File: src/rtl/dmaerr_pkg.sv
package dmaerr_pkg;
  localparam int REG_W   = 32;
  // register word addresses
  localparam int A_STAT  = 0;
  localparam int A_CLR   = 1;
  localparam int A_WM    = 2;
  // status bit of the completion-code flag
  localparam int TCC_BIT = 16;
  // lane spacing of the watermark fields
  localparam int WM_LANE = 8;
endpackage

File: src/rtl/qdepth_watch.sv
module qdepth_watch #(
  parameter int DEPTH_W = 5,
  parameter int WM_W    = 5
) (
  input  logic [DEPTH_W-1:0] depth,
  input  logic [WM_W-1:0]    wmark,
  output logic               hit
);
  localparam int CMP_W = (DEPTH_W > WM_W) ? DEPTH_W : WM_W;

  logic [CMP_W-1:0] depth_x, wmark_x;

  always_comb begin
    depth_x = CMP_W'(depth);
    wmark_x = CMP_W'(wmark);
    // a zero watermark turns the check off
    hit     = (wmark != '0) && (depth_x >= wmark_x);
  end
endmodule

File: src/rtl/tcc_tracker.sv
module tcc_tracker #(
  parameter int LIMIT = 63
) (
  input  logic clk,
  input  logic rst,
  input  logic issue,
  input  logic done,
  output logic at_limit
);
  localparam int CW = $clog2(LIMIT + 1);

  logic [CW-1:0] cnt_q;

  always_ff @(posedge clk) begin
    if (rst) begin
      cnt_q <= '0;
    end else if (issue && !done) begin
      if (cnt_q != CW'(LIMIT)) cnt_q <= cnt_q + 1'b1;
    end else if (done && !issue) begin
      if (cnt_q != '0) cnt_q <= cnt_q - 1'b1;
    end
  end

  assign at_limit = (cnt_q == CW'(LIMIT));

  AST_CNT_SATURATE: assert property (@(posedge clk) disable iff (rst)
    (cnt_q == CW'(LIMIT) && issue && !done) |=> (cnt_q == CW'(LIMIT)));
  AST_CNT_FLOOR: assert property (@(posedge clk) disable iff (rst)
    (cnt_q == '0 && done && !issue) |=> (cnt_q == '0));
  AST_CNT_NET_ZERO: assert property (@(posedge clk) disable iff (rst)
    (issue && done) |=> $stable(cnt_q));
endmodule

File: src/rtl/err_status.sv
module err_status #(
  parameter int NB = 3
) (
  input  logic          clk,
  input  logic          rst,
  input  logic [NB-1:0] cond,
  input  logic [NB-1:0] clr,
  input  logic          ext_err,
  output logic [NB-1:0] status,
  output logic          irq
);
  always_ff @(posedge clk) begin
    if (rst) begin
      status <= '0;
      irq    <= 1'b0;
    end else begin
      status <= (status & ~clr) | cond;
      irq    <= (|cond) && (status == '0) && !ext_err;
    end
  end

  AST_STICKY: assert property (@(posedge clk) disable iff (rst)
    (|(status & ~clr)) |=> ((status & $past(status & ~clr)) == $past(status & ~clr)));
  AST_SET_WINS: assert property (@(posedge clk) disable iff (rst)
    (|cond) |=> ((status & $past(cond)) == $past(cond)));
  AST_IRQ_PULSE: assert property (@(posedge clk) disable iff (rst)
    irq |=> !irq);
  AST_IRQ_HAS_CAUSE: assert property (@(posedge clk) disable iff (rst)
    irq |-> (|status));
  AST_IRQ_EXT_QUIET: assert property (@(posedge clk) disable iff (rst)
    $past(ext_err) |-> !irq);
endmodule

File: src/rtl/dmaerr_monitor.sv
module dmaerr_monitor
  import dmaerr_pkg::*;
#(
  parameter int NQ      = 2,
  parameter int DEPTH_W = 5,
  parameter int WM_W    = 5,
  parameter int TCC_MAX = 63,
  parameter int ADDR_W  = 4
) (
  input  logic                  clk,
  input  logic                  rst,
  input  logic [NQ*DEPTH_W-1:0] q_depth,
  input  logic                  xfer_issue,
  input  logic                  xfer_intr_en,
  input  logic                  xfer_chain_en,
  input  logic                  xfer_done,
  input  logic                  ext_err,
  input  logic [ADDR_W-1:0]     reg_addr,
  input  logic                  reg_we,
  input  logic [REG_W-1:0]      reg_wdata,
  output logic [REG_W-1:0]      reg_rdata,
  output logic                  err_irq
);
  localparam int NB = NQ + 1;

  logic [WM_W-1:0]  wm_q [NQ];
  logic [NB-1:0]    cond, clr_mask, status;
  logic [REG_W-1:0] stat_word, wm_word;
  logic             wr_clr, wr_wm, tcc_issue;
  logic             wdata_unused;

  assign wr_clr       = reg_we && (reg_addr == ADDR_W'(A_CLR));
  assign wr_wm        = reg_we && (reg_addr == ADDR_W'(A_WM));
  assign tcc_issue    = xfer_issue && (xfer_intr_en || xfer_chain_en);
  assign wdata_unused = ^reg_wdata;

  for (genvar q = 0; q < NQ; q++) begin : g_queue
    always_ff @(posedge clk) begin
      if (rst)        wm_q[q] <= '0;
      else if (wr_wm) wm_q[q] <= reg_wdata[q*WM_LANE +: WM_W];
    end

    qdepth_watch #(.DEPTH_W(DEPTH_W), .WM_W(WM_W)) u_watch (
      .depth (q_depth[q*DEPTH_W +: DEPTH_W]),
      .wmark (wm_q[q]),
      .hit   (cond[q])
    );

    assign clr_mask[q] = wr_clr && reg_wdata[q];
  end

  tcc_tracker #(.LIMIT(TCC_MAX)) u_tcc (
    .clk      (clk),
    .rst      (rst),
    .issue    (tcc_issue),
    .done     (xfer_done),
    .at_limit (cond[NQ])
  );

  assign clr_mask[NQ] = wr_clr && reg_wdata[TCC_BIT];

  err_status #(.NB(NB)) u_status (
    .clk     (clk),
    .rst     (rst),
    .cond    (cond),
    .clr     (clr_mask),
    .ext_err (ext_err),
    .status  (status),
    .irq     (err_irq)
  );

  always_comb begin
    stat_word = '0;
    wm_word   = '0;
    for (int q = 0; q < NQ; q++) begin
      stat_word[q]                 = status[q];
      wm_word[q*WM_LANE +: WM_W]   = wm_q[q];
    end
    stat_word[TCC_BIT] = status[NQ];
  end

  always_ff @(posedge clk) begin
    if (rst) begin
      reg_rdata <= '0;
    end else begin
      case (reg_addr)
        ADDR_W'(A_STAT): reg_rdata <= stat_word;
        ADDR_W'(A_WM):   reg_rdata <= wm_word;
        default:         reg_rdata <= '0;
      endcase
    end
  end

  AST_RSVD_ZERO: assert property (@(posedge clk) disable iff (rst)
    ($past(reg_addr) == ADDR_W'(A_STAT)) |->
      (reg_rdata[TCC_BIT-1:NQ] == '0 && reg_rdata[REG_W-1:TCC_BIT+1] == '0));
  AST_CLR_READS_ZERO: assert property (@(posedge clk) disable iff (rst)
    ($past(reg_addr) == ADDR_W'(A_CLR)) |-> (reg_rdata == '0));
endmodule

File: config.mk
export PLATFORM = sky130hd
export DESIGN_NAME = dmaerr_monitor
export DESIGN_NICKNAME = d
export VERILOG_FILES = /design/src/rtl/dmaerr_pkg.sv /design/src/rtl/qdepth_watch.sv /design/src/rtl/tcc_tracker.sv /design/src/rtl/err_status.sv /design/src/rtl/dmaerr_monitor.sv
export SDC_FILE = /design/constraint.sdc
export NUM_CORES = 1
export LEC_CHECK = 0
export ABC_CLOCK_PERIOD_IN_PS = 2300
export BUFFER_PORTS_ARGS = -buffer_cell sky130_fd_sc_hd__buf_2
export CAP_MARGIN = 20
export CORE_MARGIN = 3
export CORE_UTILIZATION = 40
export CTS_CLUSTER_SIZE = 12
export DETAILED_ROUTE_END_ITERATION = 6
export MAX_ROUTING_LAYER = met4
export PLACE_DENSITY = 0.7
export SKIP_CTS_REPAIR_TIMING = 1
export SLEW_MARGIN = 20
export SYNTH_ARGS = -nofsm -noshare
export SYNTH_HDL_FRONTEND = slang
export SYNTH_HIERARCHICAL = 1
export SYNTH_SLANG_ARGS = --single-unit
File: constraint.sdc
create_clock -name clk -period 2.3 [get_ports clk]
set_input_delay 0.115 -clock clk [delete_from_list [all_inputs] [get_ports clk]]
set_output_delay 0.115 -clock clk [all_outputs]
set_load 0.02 [all_outputs]
# == After elaboration in Yosys (flattened, before gate mapping) ==
# Memories as Yosys holds them, arrays and structs flattened.
# Cells that the tools add are included.
# op_classes
add_sub_neg,2
order_cmp,2
eq_ne,5
n_mux,12
bitwise,5
n_reduce_logical,25
# op_table
cell,count
$pmux 17 s2,1
$mux 6,4
$logic_and 1x1->1,12
$ge 5x5->1,2
$mux 5,2
$reduce_bool 5->1,2
$add 6x1->6 const B,1
$eq 6x6->1 const B,1
$ne 6x6->1 const B,1
$reduce_bool 6->1,1
$sub 6x1->6 const B,1
$mux 1,5
$eq 4x1->1 const B,1
$eq 4x2->1 const B,1
$logic_not 4->1,1
$reduce_bool 2->1,2
$and 3x3->3,1
$logic_not 1->1,3
$logic_not 3->1,1
$not 3->3,1
$or 3x3->3,1
$reduce_and 3->1,1
$reduce_or 3->1,1
$ne 2x2->1 const B,1
other kinds (2),3
# word_totals
register_bits,42
ramBits,10
memories,1
# memory_table
name,words,word_bits,read_ports,rd_ports_with_merged_regs,wr,line_no,rtl
wm_q,2,5,2,0,2,dmaerr_monitor.sv:26,logic [WM_W-1:0] wm_q [NQ];

# == Longest topological paths before layout ==
# logic_depth
ltp_word,6
depth_mapped,9
mapped_depth_nobuf,9

# == Cells and area by module ==
# Netlist, hierarchy kept.
# modules_own_cells
module,instances,cells_each,area_per_inst_um2,seq_area_each_um2
dmaerr_monitor,1,93,1047.3,520.5
tcc_tracker,1,49,449.2,120.1
qdepth_watch,2,17,126.4,0.0
err_status,1,15,148.9,80.1

# == Worst setup path after synthesis ==
# No wires, ideal clock.
# synth_timing
kind,input to register
startpoint,input port xfer_chain_en
endpoint,register u_tcc.cnt_q[5]
setup_ns,0.123
arrival_time_ns,1.897
required_time_ns,2.177
setup_slack_ns,0.280
path_stages,9
path_cell_list,o21a_1 -> ha_1 -> inv_1 -> ha_1 -> a211oi_2 -> o21bai_1 -> a21oi_1 -> mux2i_1 -> mux2_1
# synth_between
elab_chain_cells,6
word_cells_on_any_way,10
classes_between,1 x eq/ne; 1 x mux; 8 x reduce/logical
# synth_lines
element,line_no,rtl
from (decl),dmaerr_monitor.sv:15,"input logic xfer_chain_en,"
$logic_or 1x1->1 (*),dmaerr_monitor.sv:34,assign tcc_issue = xfer_issue && (xfer_intr_en || xfer_chain_en);
$logic_and 1x1->1 (*),dmaerr_monitor.sv:34,
$logic_not 1->1,tcc_tracker.sv:19,end else if (done && !issue) begin
$logic_and 1x1->1,tcc_tracker.sv:19,
$reduce_bool 2->1 (no source line),n/a,
$reduce_and 3->1 (no source line),n/a,
to (signal assigned),tcc_tracker.sv:18,if (cnt_q != CW'(LIMIT)) cnt_q <= cnt_q + 1'b1;
to (signal assigned),tcc_tracker.sv:20,if (cnt_q != '0) cnt_q <= cnt_q - 1'b1;
to (decl),tcc_tracker.sv:12,logic [CW-1:0] cnt_q;
# Mark *: on every way between the ends. The rest lies on a longest branch, timed or not.
# A chain may end at the register's enable or synchronous reset.

# == Worst setup path after layout ==
# layout_timing
startpoint,input port xfer_chain_en
endpoint,register u_tcc.cnt_q[5]
# layout_between
elab_chain_cells,6
word_cells_on_any_way,10
classes_between,1 x eq/ne; 1 x mux; 8 x reduce/logical
# layout_lines
element,line_no,rtl
$logic_or 1x1->1 (*),dmaerr_monitor.sv:34,
$logic_and 1x1->1 (*),dmaerr_monitor.sv:34,
net tcc_issue,dmaerr_monitor.sv:29,"logic wr_clr, wr_wm, tcc_issue;"
$logic_not 1->1,tcc_tracker.sv:19,
$logic_and 1x1->1,tcc_tracker.sv:19,
$reduce_bool 2->1 (no source line),n/a,
$reduce_and 3->1 (no source line),n/a,
# Mark *: on every way through the listed nets, which the timed path passes. The rest lies on a longest branch.

==> summary.md <==
| Metric | Value |
|---|---|
| Post-synthesis mux area share | under 10% |
| Hold Vio Cnt, Final | 0 |
| Residual DRC | 0 |
| Max-cap violations | 0 |
| # rows | 24 |
| Final nets | a little over 300 |
| Clock buffer depth | 2 |
| Minimum clock period | between 1500 and 2000 ps |
| DRT iter0 DRCs | 45 |
| Simple-gate share of the synthesized area | 18.98% |
| CTS root buf | clkbuf_8 |
| H-tree depth | 2 |
| First-pass GRT wire length | about 5300 um |
| CTS Buf Count | 5 |
| Final period utilization | about 86% |
| Critical path arrival | about 2200 ps |
| Yosys Warn Count | 6 |
| PD cells | between 700 and 800 nW/um^2 |
| Later-pin clock latency in the skew report | approximately 280 ps |
| Chip Width | ~75 um |
| GP Congestion | between 0.8 and 0.9 |
| Synth area leaders | dfxtp_1, edfxtp_1, ha_1 |
| Final-report setup violation count | 0 |
| Synth-to-Final Area Change | 14.04% |
| Clock-pin slew of the registers on the worst-case setup and hold paths | ~60 ps |
| Die Ht | around 75 um |
| Crit start category | primary input |
| Peak Freq | between 500 and 600 MHz |
| Clk pwr share | between 20 and 30% |
| Core ar. | about 4500 um^2 |
| Largest net degree at the start of global routing | 19 |
| Sequential share of power | approximately 40% |
| Static Leak | about 1.0 nW |
| Largest family of logic cells by synthesized area | simple AND/OR/NAND/NOR gates |
| DRT antenna net count | 0 |
| Gate power share | between 30% and 40% |
| RSZ-0062 raised after global routing | false |
| Yosys top cell by area | dfxtp_1 |
| Cells after Synth | 191 |
| Setup Skew | around 4.7 ps |
| VDD IR-drop max | between 0.5 and 0.6 mV |
| Post-Syn Area per Cell | approximately 9.9 um^2 |
| Most frequent cells after synthesis | inv_1, buf_4, dfxtp_1 |
| Setup tns final | 0 ps |
| Crit Path Class | primary input to register |
| Ys flop type | dfxtp_1 |
| Number of global-route vias before repair | 1250 |
| Sw frac | 31.94% |
| Status | finished, final reports clean |
| Initial antenna violation count | 0 |
| Post-synth EDFFs | 10 |
| Max-slew violation count | 0 |
| Post-Route WL | about 3400 um |
| Antenna diodes | 0 |
| Post-synthesis xor/xnor area fraction | 1.846% |
| Ys async rst share | 0% |
| Register bit total from synthesis | 31 |
| GR Overflow Total | 0 |
| Input/output buffers | between 40 and 50 |
| WL/cell | between 10 and 15 um |
| Net Sw Power | about 0.00055 W |
| Area share of the largest cell type after synthesis | between 20 and 25% |
| DR vias | about 1400 |
| CTS tree | built |
| Synth Area in Compound Gates | between 9 and 10% |
| Cell Area, Synth | between 1500 and 2000 um^2 |
| Worst EP required | approximately 2500 ps |
| Worst r2r path cells | 6 |
| Top Ports | 87 |
| CP endpoint kind | register |
| Hold Path Depth | 3 |
| Slew margin rel. | approximately 51% |
| Clock sink count | 31 |
| Sequential-to-total area share from yosys stat | 37.97% |
| GR Util All Layers | 13.13% |
| Pre-antenna DRT Iters | 4 |
| Worst-Margin Slew | 728.2 ps |
| Initial Util | between 40 and 50% |
| Worst Hold Class | primary input to register |
| Netlist cell types | 37 |
| Via density | approximately 4.7 |
| Final HPWL DP | 2610 um |
| Internal power | 0.001173 W |
| CP max FO | 6 |
| Die ar. | about 5600 um^2 |
| Adder-Cell Fraction of Synth Area | between 10% and 20% |
| Final Util | between 40% and 50% |
| Layout cells sized above 1 | ~28% |
| Count leader, synth | inv_1 |
==> worst max-delay path, cell delays in order <==
cell	delay [ps]
buf_2	100
o21a_1	180
ha_1	200
inv_1	190
ha_1	290
a211oi_2	210
o21bai_1	90
a21oi_1	190
mux2i_1	250
mux2_1	330
==> metal layers <==
| layer | up-vias | share of wire (%) | GRT usage, % |
|---|---|---|---|
| met5 | - | 0 | - |
| met4 | 0 | 2.4 | 7.708 |
| met3 | 9 | 7.0 | 3.204 |
| met2 | 52 | 45 | 21.18 |
| met1 | 608 | 46 | 14.65 |
| li1 | 707 | - | - |
==> state kept, by name (all words and copies together), names as in the netlist <==
| signal | count |
|---|---|
| reg_rdata | 11 |
| wm_q | 10 |
| u_tcc/cnt_q | 6 |
| u_status/status | 3 |
| u_status/irq | 1 |
==> logic make-up after synthesis <==
logic type,count (synthesis)
compound gates,24
xor+xnor,4
fa+ha+maj,16
buf+inv,54
flops,31
mux,8
other cells,1
simple gates,53
==> final timing paths <==
path                            from                 end  slack, ps
hold reg to reg   u_status/status[0]  u_status/status[0]        490
hold / removal               ext_err        u_status/irq         90
setup / recovery       xfer_chain_en      u_tcc/cnt_q[5]        310
setup reg to reg      u_tcc/cnt_q[1]      u_tcc/cnt_q[5]        400
==> cells in the final DEF, fill, tap and decap left out, types with 2 or more instances in the layout <==
cell type	count
buf_2	44
inv_1	26
conb_1	21
dfxtp_1	21
ha_1	15
nor2_1	12
edfxtp_1	10
nor3_2	9
nor4b_1	8
a21oi_1	8
mux2i_1	7
clkbuf_8	7
nor3_1	6
nand2b_1	5
or4_1	4
buf_4	3
a21o_1	3
or3b_1	2
or2b_1	2
o21bai_1	2
a211o_1	2
o211ai_1	2
o22ai_1	2
xnor2_1	2
xor2_1	2
==> area by class of cell <==
cell class,count,area [um^2]
clock inverter,1,7.507
multi-input combinational,126,934.6
inverter,26,97.59
clock buffer,7,96.34
fill,449,2310
sequential,31,720.7
timing repair buffer,47,242.7
tap,52,65.06
==> metrics by stage <==
step	total power [W]	setup slack [ps]	instance area, um^2	instances	hold slack (ps)
6_report	0.001724	311.7	2165	290	89.94
3_5_place_dp	0.001261	18.02	2061	282	385.5
4_1_cts	0.001741	327.8	2165	290	86.92
5_1_grt	0.001834	201.6	2165	290	110.0
2_1_floorplan	0.001190	280.0	1973	211	184.1
3_3_place_gp	0.001249	80.95	2061	282	386.5
==> power by group through the flow <==
stage | Sequential [W] | Combinational (W) | Clock (W)
floorplan | 0.000698 | 0.000492 | 0
global placement | 0.000710 | 0.000538 | 0
CTS | 0.000700 | 0.000555 | 0.000487
detailed placement | 0.000710 | 0.000551 | 0
global route | 0.000713 | 0.000616 | 0.000504
finish | 0.000699 | 0.000551 | 0.000474
Power figures use the tool's default switching activity.
